==> src/rtl/sc_pkg.sv <==
package sc_pkg;

    localparam logic [7:0] K_START = 8'hFB;
    localparam logic [7:0] K_END   = 8'hFD;

    typedef struct packed {
        logic       ctrl;
        logic [7:0] data;
    } sym_t;

    typedef enum logic [1:0] {
        PH_OFF,
        PH_ARMED,
        PH_FWD,
        PH_REV
    } phase_t;

    typedef enum logic [2:0] {
        TX_IDLE,
        TX_LEN,
        TX_STAT,
        TX_PAY,
        TX_CHK,
        TX_END,
        TX_DONE
    } tx_state_t;

    typedef enum logic [2:0] {
        RX_IDLE,
        RX_LEN,
        RX_STAT,
        RX_PAY,
        RX_CHK,
        RX_END
    } rx_state_t;

    function automatic sym_t make_sym(input logic ctrl, input logic [7:0] data);
        sym_t s;
        s.ctrl = ctrl;
        s.data = data;
        return s;
    endfunction

    function automatic logic is_code(input sym_t s, input logic [7:0] code);
        return s.ctrl && (s.data == code);
    endfunction

endpackage

==> src/rtl/sc_line_timer.sv <==
module sc_line_timer
    import sc_pkg::*;
#(
    parameter int PIX_W = 12
) (
    input  logic             clk,
    input  logic             rst,
    input  logic             sc_disable,
    input  logic             vsync,
    input  logic             hsync,
    output logic             win_fwd,
    output logic             win_rev,
    output logic [PIX_W-1:0] pix
);

    phase_t phase_q;
    logic   vs_q, hs_q;
    logic   vs_rise, hs_rise;

    assign vs_rise = vsync && !vs_q;
    assign hs_rise = hsync && !hs_q;

    always_ff @(posedge clk) begin
        if (rst) begin
            vs_q    <= 1'b0;
            hs_q    <= 1'b0;
            phase_q <= PH_OFF;
            pix     <= '0;
        end else begin
            vs_q <= vsync;
            hs_q <= hsync;
            if (hs_rise)
                pix <= '0;
            else if (pix != '1)
                pix <= pix + 1'b1;

            if (sc_disable)
                phase_q <= PH_OFF;
            else if (vs_rise)
                phase_q <= PH_ARMED;
            else if (hs_rise) begin
                unique case (phase_q)
                    PH_ARMED: phase_q <= PH_FWD;
                    PH_FWD:   phase_q <= PH_REV;
                    default:  phase_q <= PH_OFF;
                endcase
            end
        end
    end

    assign win_fwd = (phase_q == PH_FWD);
    assign win_rev = (phase_q == PH_REV);

    // the reverse line can only follow the forward line
    assert_line_order_R1: assert property (@(posedge clk) disable iff (rst)
        $rose(win_rev) |-> $past(win_fwd));

endmodule

==> src/rtl/sc_byte_fifo.sv <==
module sc_byte_fifo #(
    parameter int DEPTH = 256,
    parameter bit SPEC  = 1'b0
) (
    input  logic                       clk,
    input  logic                       rst,
    input  logic                       push,
    input  logic [7:0]                 din,
    input  logic                       pop,
    output logic [7:0]                 dout,
    output logic [$clog2(DEPTH):0]     count,
    output logic [$clog2(DEPTH):0]     free,
    output logic                       full,
    input  logic                       commit,
    input  logic                       rollback
);

    localparam int AW = $clog2(DEPTH);
    localparam int CW = AW + 1;

    logic [7:0]  mem [DEPTH];
    logic [AW:0] wr_spec, wr_cmt, rd;
    logic [AW:0] used;
    logic        do_push, do_pop;

    assign used    = wr_spec - rd;
    assign full    = (used == CW'(DEPTH));
    assign free    = CW'(DEPTH) - used;
    assign count   = wr_cmt - rd;
    assign do_push = push && !full;
    assign do_pop  = pop && (count != '0);
    assign dout    = mem[rd[AW-1:0]];

    always_ff @(posedge clk) begin
        if (rst) begin
            wr_spec <= '0;
            rd      <= '0;
        end else begin
            if (SPEC && rollback)
                wr_spec <= wr_cmt;
            else if (do_push)
                wr_spec <= wr_spec + 1'b1;
            if (do_pop)
                rd <= rd + 1'b1;
        end
    end

    always_ff @(posedge clk) begin
        if (do_push)
            mem[wr_spec[AW-1:0]] <= din;
    end

    generate
        if (SPEC) begin : g_spec
            always_ff @(posedge clk) begin
                if (rst)
                    wr_cmt <= '0;
                else if (commit)
                    wr_cmt <= wr_spec;
            end
        end else begin : g_plain
            logic unused_commit;
            assign unused_commit = commit;
            assign wr_cmt = wr_spec;
        end
    endgenerate

    // a push into a full buffer leaves the visible content untouched
    assert_refuse_full_R9: assert property (@(posedge clk) disable iff (rst)
        (push && full && !pop && !commit) |=> (count == $past(count)));

endmodule

==> src/rtl/sc_burst_tx.sv <==
module sc_burst_tx
    import sc_pkg::*;
#(
    parameter int MAX_BYTES = 224,
    parameter int CNT_W     = 9,
    parameter int PIX_W     = 12,
    parameter int START_PIX = 0
) (
    input  logic             clk,
    input  logic             rst,
    input  logic             win,
    input  logic [PIX_W-1:0] pix,
    input  logic [CNT_W-1:0] fifo_count,
    input  logic [7:0]       fifo_head,
    input  logic [7:0]       local_status,
    output logic             pop,
    output logic             en,
    output sym_t             sym
);

    tx_state_t  state;
    logic [7:0] len_q, left_q, stat_q, chk_q;
    logic [7:0] burst_len;
    logic [8:0] pay_cnt;
    logic       start;

    assign burst_len = (fifo_count > CNT_W'(MAX_BYTES)) ? 8'(MAX_BYTES) : fifo_count[7:0];
    assign start     = win && (state == TX_IDLE) && (pix == PIX_W'(START_PIX));
    assign pop       = win && (state == TX_PAY);

    always_ff @(posedge clk) begin
        if (rst) begin
            state   <= TX_IDLE;
            en      <= 1'b0;
            sym     <= '0;
            len_q   <= '0;
            left_q  <= '0;
            stat_q  <= '0;
            chk_q   <= '0;
            pay_cnt <= '0;
        end else if (!win) begin
            state <= TX_IDLE;
            en    <= 1'b0;
        end else begin
            unique case (state)
                TX_IDLE: if (start) begin
                    sym     <= make_sym(1'b1, K_START);
                    en      <= 1'b1;
                    len_q   <= burst_len;
                    left_q  <= burst_len;
                    stat_q  <= local_status;
                    pay_cnt <= '0;
                    state   <= TX_LEN;
                end
                TX_LEN: begin
                    sym   <= make_sym(1'b0, len_q);
                    chk_q <= len_q;
                    state <= TX_STAT;
                end
                TX_STAT: begin
                    sym   <= make_sym(1'b0, stat_q);
                    chk_q <= chk_q ^ stat_q;
                    state <= (left_q == 8'd0) ? TX_CHK : TX_PAY;
                end
                TX_PAY: begin
                    sym     <= make_sym(1'b0, fifo_head);
                    chk_q   <= chk_q ^ fifo_head;
                    left_q  <= left_q - 8'd1;
                    pay_cnt <= pay_cnt + 9'd1;
                    if (left_q == 8'd1)
                        state <= TX_CHK;
                end
                TX_CHK: begin
                    sym   <= make_sym(1'b0, chk_q);
                    state <= TX_END;
                end
                TX_END: begin
                    sym   <= make_sym(1'b1, K_END);
                    state <= TX_DONE;
                end
                default: en <= 1'b0;
            endcase
        end
    end

    // never pull from an empty buffer while sending payload
    assert_no_underflow_R3: assert property (@(posedge clk) disable iff (rst)
        pop |-> (fifo_count != '0));

    // payload per burst stays within the budget
    assert_budget_R3: assert property (@(posedge clk) disable iff (rst)
        pay_cnt <= 9'(MAX_BYTES));

endmodule

==> src/rtl/sc_burst_rx.sv <==
module sc_burst_rx
    import sc_pkg::*;
#(
    parameter int MAX_BYTES = 224,
    parameter int CNT_W     = 9,
    parameter int ERR_W     = 8
) (
    input  logic             clk,
    input  logic             rst,
    input  logic             win,
    input  logic             valid,
    input  sym_t             sym,
    input  logic [CNT_W-1:0] fifo_free,
    output logic             wr_en,
    output logic [7:0]       wr_data,
    output logic             commit,
    output logic             rollback,
    output logic [7:0]       remote_status,
    output logic [ERR_W-1:0] err_cnt
);

    localparam logic [ERR_W-1:0] ERR_MAX = '1;

    rx_state_t  state;
    logic [7:0] left_q, stat_tmp, chk_q;
    logic       bad_q, chk_ok_q;
    logic       acc, abort_now;
    logic [ERR_W-1:0] err_next;

    assign acc      = win && valid;
    assign wr_en    = acc && (state == RX_PAY) && !sym.ctrl && !bad_q;
    assign wr_data  = sym.data;
    assign err_next = (err_cnt == ERR_MAX) ? err_cnt : err_cnt + 1'b1;

    always_comb begin
        abort_now = 1'b0;
        if (state != RX_IDLE && !win)
            abort_now = 1'b1;
        else if (acc && sym.ctrl && (state inside {RX_LEN, RX_STAT, RX_PAY, RX_CHK}))
            abort_now = 1'b1;
    end

    always_ff @(posedge clk) begin
        if (rst) begin
            state         <= RX_IDLE;
            left_q        <= '0;
            stat_tmp      <= '0;
            chk_q         <= '0;
            bad_q         <= 1'b0;
            chk_ok_q      <= 1'b0;
            commit        <= 1'b0;
            rollback      <= 1'b0;
            remote_status <= '0;
            err_cnt       <= '0;
        end else begin
            commit   <= 1'b0;
            rollback <= 1'b0;
            if (abort_now) begin
                state    <= RX_IDLE;
                rollback <= 1'b1;
                err_cnt  <= err_next;
            end else if (acc) begin
                unique case (state)
                    RX_IDLE: if (is_code(sym, K_START)) begin
                        bad_q <= 1'b0;
                        state <= RX_LEN;
                    end
                    RX_LEN: begin
                        left_q <= sym.data;
                        chk_q  <= sym.data;
                        bad_q  <= (sym.data > 8'(MAX_BYTES)) || (CNT_W'(sym.data) > fifo_free);
                        state  <= RX_STAT;
                    end
                    RX_STAT: begin
                        stat_tmp <= sym.data;
                        chk_q    <= chk_q ^ sym.data;
                        state    <= (left_q == 8'd0) ? RX_CHK : RX_PAY;
                    end
                    RX_PAY: begin
                        chk_q  <= chk_q ^ sym.data;
                        left_q <= left_q - 8'd1;
                        if (left_q == 8'd1)
                            state <= RX_CHK;
                    end
                    RX_CHK: begin
                        chk_ok_q <= (chk_q == sym.data);
                        state    <= RX_END;
                    end
                    default: begin
                        if (is_code(sym, K_END) && chk_ok_q && !bad_q) begin
                            commit        <= 1'b1;
                            remote_status <= stat_tmp;
                        end else begin
                            rollback <= 1'b1;
                            err_cnt  <= err_next;
                        end
                        state <= RX_IDLE;
                    end
                endcase
            end
        end
    end

    // the mirrored status only moves together with a committed burst
    assert_status_commit_R5: assert property (@(posedge clk) disable iff (rst)
        !$stable(remote_status) |-> commit);

    // the error counter moves by exactly one step
    assert_err_step_R6: assert property (@(posedge clk) disable iff (rst)
        !$stable(err_cnt) |-> (err_cnt == $past(err_cnt) + 1'b1));

    // a burst is never committed and discarded at once
    assert_commit_excl_R6: assert property (@(posedge clk) disable iff (rst)
        !(commit && rollback));

endmodule

==> src/rtl/sc_vblank_link.sv <==
module sc_vblank_link
    import sc_pkg::*;
#(
    parameter int TX_DEPTH  = 256,
    parameter int RX_DEPTH  = 256,
    parameter int MAX_BYTES = 224,
    parameter int GUARD     = 16,
    parameter int PIX_W     = 12,
    parameter int ERR_W     = 8,
    parameter bit FWD_SIDE  = 1'b1
) (
    input  logic             clk,
    input  logic             rst,
    input  logic             sc_disable,
    input  logic             vsync,
    input  logic             hsync,
    input  logic             tx_wr_en,
    input  logic [7:0]       tx_wr_data,
    output logic             tx_full,
    output logic             tx_overflow,
    input  logic [7:0]       local_status,
    output logic             link_tx_en,
    output logic [8:0]       link_tx_sym,
    input  logic             link_rx_valid,
    input  logic [8:0]       link_rx_sym,
    input  logic             rx_rd_en,
    output logic [7:0]       rx_rd_data,
    output logic             rx_empty,
    output logic [7:0]       remote_status,
    output logic [ERR_W-1:0] rx_err_cnt
);

    localparam int TX_CW    = $clog2(TX_DEPTH) + 1;
    localparam int RX_CW    = $clog2(RX_DEPTH) + 1;
    localparam int TX_START = FWD_SIDE ? 0 : GUARD;

    logic             win_fwd, win_rev;
    logic [PIX_W-1:0] pix;
    logic             tx_win, rx_win;
    logic             tx_pop;
    logic [7:0]       tx_head;
    logic [TX_CW-1:0] tx_count, tx_free_unused;
    logic [RX_CW-1:0] rx_count, rx_free;
    logic             rx_full_unused;
    logic             rx_push, rx_commit, rx_rollback;
    logic [7:0]       rx_push_data;
    sym_t             tx_sym;
    logic             ovf_q;

    sc_line_timer #(.PIX_W(PIX_W)) timer_i (
        .clk(clk), .rst(rst), .sc_disable(sc_disable),
        .vsync(vsync), .hsync(hsync),
        .win_fwd(win_fwd), .win_rev(win_rev), .pix(pix)
    );

    generate
        if (FWD_SIDE) begin : g_fwd
            assign tx_win = win_fwd;
            assign rx_win = win_rev && (pix >= PIX_W'(GUARD));
        end else begin : g_rev
            assign tx_win = win_rev;
            assign rx_win = win_fwd;
        end
    endgenerate

    sc_byte_fifo #(.DEPTH(TX_DEPTH), .SPEC(1'b0)) tx_fifo_i (
        .clk(clk), .rst(rst),
        .push(tx_wr_en), .din(tx_wr_data),
        .pop(tx_pop), .dout(tx_head),
        .count(tx_count), .free(tx_free_unused), .full(tx_full),
        .commit(1'b0), .rollback(1'b0)
    );

    sc_burst_tx #(
        .MAX_BYTES(MAX_BYTES), .CNT_W(TX_CW), .PIX_W(PIX_W), .START_PIX(TX_START)
    ) tx_i (
        .clk(clk), .rst(rst), .win(tx_win), .pix(pix),
        .fifo_count(tx_count), .fifo_head(tx_head), .local_status(local_status),
        .pop(tx_pop), .en(link_tx_en), .sym(tx_sym)
    );

    assign link_tx_sym = tx_sym;

    sc_burst_rx #(
        .MAX_BYTES(MAX_BYTES), .CNT_W(RX_CW), .ERR_W(ERR_W)
    ) rx_i (
        .clk(clk), .rst(rst), .win(rx_win),
        .valid(link_rx_valid), .sym(sym_t'(link_rx_sym)), .fifo_free(rx_free),
        .wr_en(rx_push), .wr_data(rx_push_data),
        .commit(rx_commit), .rollback(rx_rollback),
        .remote_status(remote_status), .err_cnt(rx_err_cnt)
    );

    sc_byte_fifo #(.DEPTH(RX_DEPTH), .SPEC(1'b1)) rx_fifo_i (
        .clk(clk), .rst(rst),
        .push(rx_push), .din(rx_push_data),
        .pop(rx_rd_en), .dout(rx_rd_data),
        .count(rx_count), .free(rx_free), .full(rx_full_unused),
        .commit(rx_commit), .rollback(rx_rollback)
    );

    assign rx_empty = (rx_count == '0);

    always_ff @(posedge clk) begin
        if (rst)
            ovf_q <= 1'b0;
        else if (tx_wr_en && tx_full)
            ovf_q <= 1'b1;
    end
    assign tx_overflow = ovf_q;

    // the driver is only requested inside the own transmit window
    assert_tx_window_R1: assert property (@(posedge clk) disable iff (rst)
        link_tx_en |-> $past(tx_win));

    // nothing is stored during the turnaround guard
    assert_guard_R4: assert property (@(posedge clk) disable iff (rst)
        (rx_push && win_rev) |-> (pix >= PIX_W'(GUARD)));

    // a disabled link stays silent
    assert_disabled_quiet_R8: assert property (@(posedge clk) disable iff (rst)
        $past(sc_disable, 2) |-> (!link_tx_en && !rx_push));

    // the overflow flag is sticky
    assert_ovf_sticky_R9: assert property (@(posedge clk) disable iff (rst)
        $past(tx_overflow) |-> tx_overflow);

endmodule

==> config.mk <==
export PLATFORM = sky130hd
export DESIGN_NAME = sc_vblank_link
export DESIGN_NICKNAME = d
export VERILOG_FILES = /design/src/rtl/sc_pkg.sv /design/src/rtl/sc_line_timer.sv /design/src/rtl/sc_byte_fifo.sv /design/src/rtl/sc_burst_tx.sv /design/src/rtl/sc_burst_rx.sv /design/src/rtl/sc_vblank_link.sv
export SDC_FILE = /design/constraint.sdc
export NUM_CORES = 2
export LEC_CHECK = 0
export BUFFER_PORTS_ARGS = -buffer_cell sky130_fd_sc_hd__clkbuf_2
export CORE_MARGIN = 5
export CORE_UTILIZATION = 25
export DETAILED_ROUTE_END_ITERATION = 8
export PLACE_DENSITY = 0.48
export SYNTH_ARGS = -nofsm -noshare
export SYNTH_HDL_FRONTEND = slang
export SYNTH_SLANG_ARGS = --single-unit
==> constraint.sdc <==
create_clock -name clk -period 3.9 [get_ports clk]
set_input_delay 0.78 -clock clk [delete_from_list [all_inputs] [get_ports clk]]
set_output_delay 0.78 -clock clk [all_outputs]
set_load 0.03 [all_outputs]
==> flow_metrics.py <==
metrics = {
    "run_status": {
        "violations": "setup timing",
        "status": "finished, violations left",
    },
    "power_and_ir_drop": {
        "ir_worst_vdd_uv": 336.7,
        "total_power_mw": 104.1,
        "p_per_area_nw_per_um2": 512.4,
        "p_leak_nw": 61.35,
    },
    "setup_path": {
        "crit_family": "multiplexers",
        "required_ps": 3120,
        "critical_path_arrival_ps": 4540,
        "path_cells": "buf_12, buf_16, buf_4, clkbuf_16, mux4_2, mux4_2, mux4_2, mux4_2, buf_8",
        "r2r_slack_ps": -220,
        "crit_type": "flip-flop to output port",
        "slowest_delay_ps": 610,
        "r2r-start": "tx_fifo_i.rd[1]",
        "worst_r2r_path_depth": 14,
        "critPathBufInv": 5,
        "critPathMaxFanout": 8,
        "slowest_stage": "mux4_2",
        "end_kind": "output port",
        "crit_top_cell": "mux4_2",
        "critPathLaunchType": "flip-flop",
        "r2r_end": "tx_fifo_i.mem[69][3]",
    },
    "timing": {
        "period_share": 1.363,
        "setup_tns_ps": -136720,
        "setup_viol": 1481,
        "maxSlewViolCount": 0,
        "worst_hold_slack_ps": 142.8,
        "final.setup.worst_slack_ps": -1415,
        "rsz0062_at_grt": "true",
        "fmax_mhz": 188.1,
        "tightest_slew_ps": 1365,
        "fin_skew_ps": 47.50,
        "hold_violations": 0,
        "period_needed_ps": 5315,
        "max_slew_margin": 0.08784,
    },
    "synthesis": {
        "syn-mean-instance-area_um2": 20.73,
        "synth_largest_area_cell": "edfxtp_1",
        "synth-compound-area-share": 0.02041,
        "synthMuxAreaShare": 0.1699,
        "ys.flop_type": "edfxtp_1",
        "async_flop_share": 0,
        "synth_top_family_by_area": "multiplexers",
        "ys_ff_latch": 4266,
        "netlist_area_um2": 167500,
        "synthXorXnorAreaFrac": 0.002981,
        "synth-simple-area-share": 0.03380,
        "synth.distinct_cells": 73,
        "netlist.area_leader.share": 0.7344,
        "seq_area_frac_synth": 0.7547,
        "synth_edf_count": 4096,
        "synth_area_leaders": "edfxtp_1 73%, mux4_2 16%, dfxtp_1 2.0%, nor2_1 1.6%, mux2i_1 0.94%",
        "syn-instance-count": 8080,
        "synth_nets": 8168,
        "yosys.area_share.adder": 0.004198,
        "yosysWarnings": 0,
    },
    "routing": {
        "route.vias.total": 85600,
        "first_pass_iters": 5,
        "wl_per_cell_um": 26.22,
        "postRouteAntennaNets": 0,
        "avgViaCountPerCell": 4.644,
        "wirelength_um": 483400,
        "drtIter0Drc": 8799,
        "drc": 0,
    },
    "cells_and_area": {
        "fin_nets": 9241,
        "design_area_um2": 203100,
        "final_layout_size_suffix_gt1_frac": 0.3333,
        "area_growth_pct": 21.24,
    },
    "grt": {
        "antenna_found_initial": 24,
        "grt.total_usage": 0.1358,
        "grt_pass1_vias": 87900,
        "grt_pass1_wl_um": 684500,
        "grt_max_degree": 153,
        "grt_overflow": 0,
    },
    "die": {
        "initial_core_util": 0.2508,
        "core-area_um2": 667800,
        "rows": 300,
        "die_area_um2": 686400,
        "die_x_um": 828.5,
        "pin_count": 70,
        "die_h_um": 828.5,
    },
    "placement": {
        "place_congestion": 0.8112,
        "dp_hpwl_um": 306200,
        "dp_slack_ps": -537.0,
        "dpl_cell_area_um2": 186900,
        "numPortBuffers": 69,
    },
    "cts": {
        "clockRootBuffer": "clkbuf_16",
        "cts_buffers": 432,
        "cts_sinks": 4266,
        "clockBufferDepth": 4,
        "worst_skew_pair.late_latency_ps": 1010,
        "cts_tree": "done",
        "clk_pin_slew_worst_paths_ps": 60,
        "htree_levels": 5,
    },
    "min_path": {
        "worstHoldStart": "link_rx_sym[1]",
        "worstHoldPathType": "input port to flip-flop",
        "whs_endpoint": "rx_fifo_i.mem[63][1]",
        "hold_depth": 1,
    },
    "run": {
        "cap_violations": 0,
    },
}
## state kept, by name (all words and copies together) (netlist names), 9 cells and up, named ones only
signal,flops
tx_fifo_i.wr_cmt,9
tx_i.sym,9
rx_fifo_i.rd,9
tx_fifo_i.mem,2048
timer_i.pix,12
rx_fifo_i.wr_cmt,9
rx_fifo_i.mem,2048
tx_fifo_i.rd,9
rx_fifo_i.wr_spec,9
## how the worst max path moves through the flow
stage,end,slack [ps],cells after the start
after detailed placement,rx_fifo_i.mem[14][6],-540,19
final,rx_rd_data[2],-1420,9
after global placement,rx_fifo_i.mem[26][0],-640,21
after CTS,rx_rd_data[5],-1500,8
after global routing,rx_rd_data[3],-1530,9
after floorplan,rx_fifo_i.mem[230][0],-30,18
## stage by stage
stage / util / instances
finish: 0.3041 / 18430
global route: 0.3041 / 18430
CTS: 0.3029 / 18400
detailed placement: 0.2799 / 17560
global placement: 0.2799 / 17560
floorplan: - / 8080
## where the power goes
group          total [mW]  internal [mW]  switching, mW
clock                41.0           23.3           17.7
sequential           50.3           50.2         0.0473
combinational        12.8           6.51           6.30
## kinds of logic after synthesis
kind of cell / Yosys count
muxes: 1366
AOI/OAI and AO/OA: 519
buffers and inverters: 521
DFF: 4266
xor gates and xnor gates: 57
and+or+nand+nor: 1296
adders and majority gates: 55
## area by class of cell
type	count	area [um2]
diodes	10	25.02
clock buffers	529	11290
clock inverters	265	2522
fillers	64090	464700
inverters	57	222.7
multi-input cells	3293	40210
flip-flops and latches	4266	126400
well taps	8909	11150
repair buffers	1103	11190
## cell usage after synthesis (7+ instances only)
library cell	n
edfxtp_1	4096
mux4_2	1179
nor2_1	719
clkbuf_1	250
nand2_1	243
dfxtp_1	170
mux2i_1	158
buf_2	126
a21oi_1	123
o21ai_0	90
nand3_1	77
inv_1	57
o22ai_1	54
ha_1	53
buf_4	51
nor3_1	48
nor2b_1	46
a211oi_1	41
a22oi_1	40
buf_1	32
xnor2_1	32
nand4_1	30
mux2_2	29
nand2b_1	26
xor2_1	25
a31oi_1	24
o221ai_1	24
o211ai_1	20
nor4_1	18
or3_1	18
and3_1	16
nand3_2	14
a221oi_1	10
o2111ai_1	10
and2_1	9
o21a_1	9
or4_1	9
a211o_1	8
a311oi_1	8
a32o_1	7
## cell usage in the layout (no fill, tap or decap), types with 16 or more instances in the layout
cell	instances
a22oi_1	40
nand3_1	68
buf_8	26
nor2b_1	43
dfxtp_1	152
nor2_2	31
bufinv_16	41
inv_1	49
clkinv_1	104
or3_1	16
buf_12	165
a31oi_1	22
clkinv_2	75
clkbuf_16	442
mux2_2	29
ha_1	48
xnor2_1	29
buf_16	20
o21ai_0	85
nor2_4	119
buf_4	784
nand3_2	19
mux2i_1	157
edfxtp_1	4096
nor4_1	16
o22ai_1	54
clkbuf_1	90
clkbuf_2	42
nand2_1	226
nand2b_1	25
buf_6	47
xor2_1	24
nor3_1	47
nand4_1	30
mux4_2	1179
a211oi_1	41
o221ai_1	23
a21oi_1	119
o211ai_1	20
nor2_1	569
## what timing repair did
item | 4_1_cts | 5_1_grt
hold buffers | 11 | 0
buffers inserted | 26 | 15
hold endpoints to repair | 12 | 0
setup endpoints to repair | 3773 | 3716
pin swaps | 27 | 23
gates cloned | 13 | 5
gates resized for setup | 189 | 141
## per-layer routing
metal | up-vias | GRT usage | routed length [um]
met4 | 10 | 0.03211 | 11990
li1 | 35690 | - | -
met3 | 658 | 0.02028 | 28470
met5 | - | 0 | 69
met2 | 2995 | 0.2272 | 236000
met1 | 46250 | 0.1862 | 206800
## worst register-to-register path, delay by kind of cell, from the launching register on
kind            cells  cell delay, ps
simple gates        6            1880
flops               1             340
fa+ha+maj           1             270
buf+inv             4             640
compound gates      3             570
No activity file was read; power rests on OpenSTA's default activity.
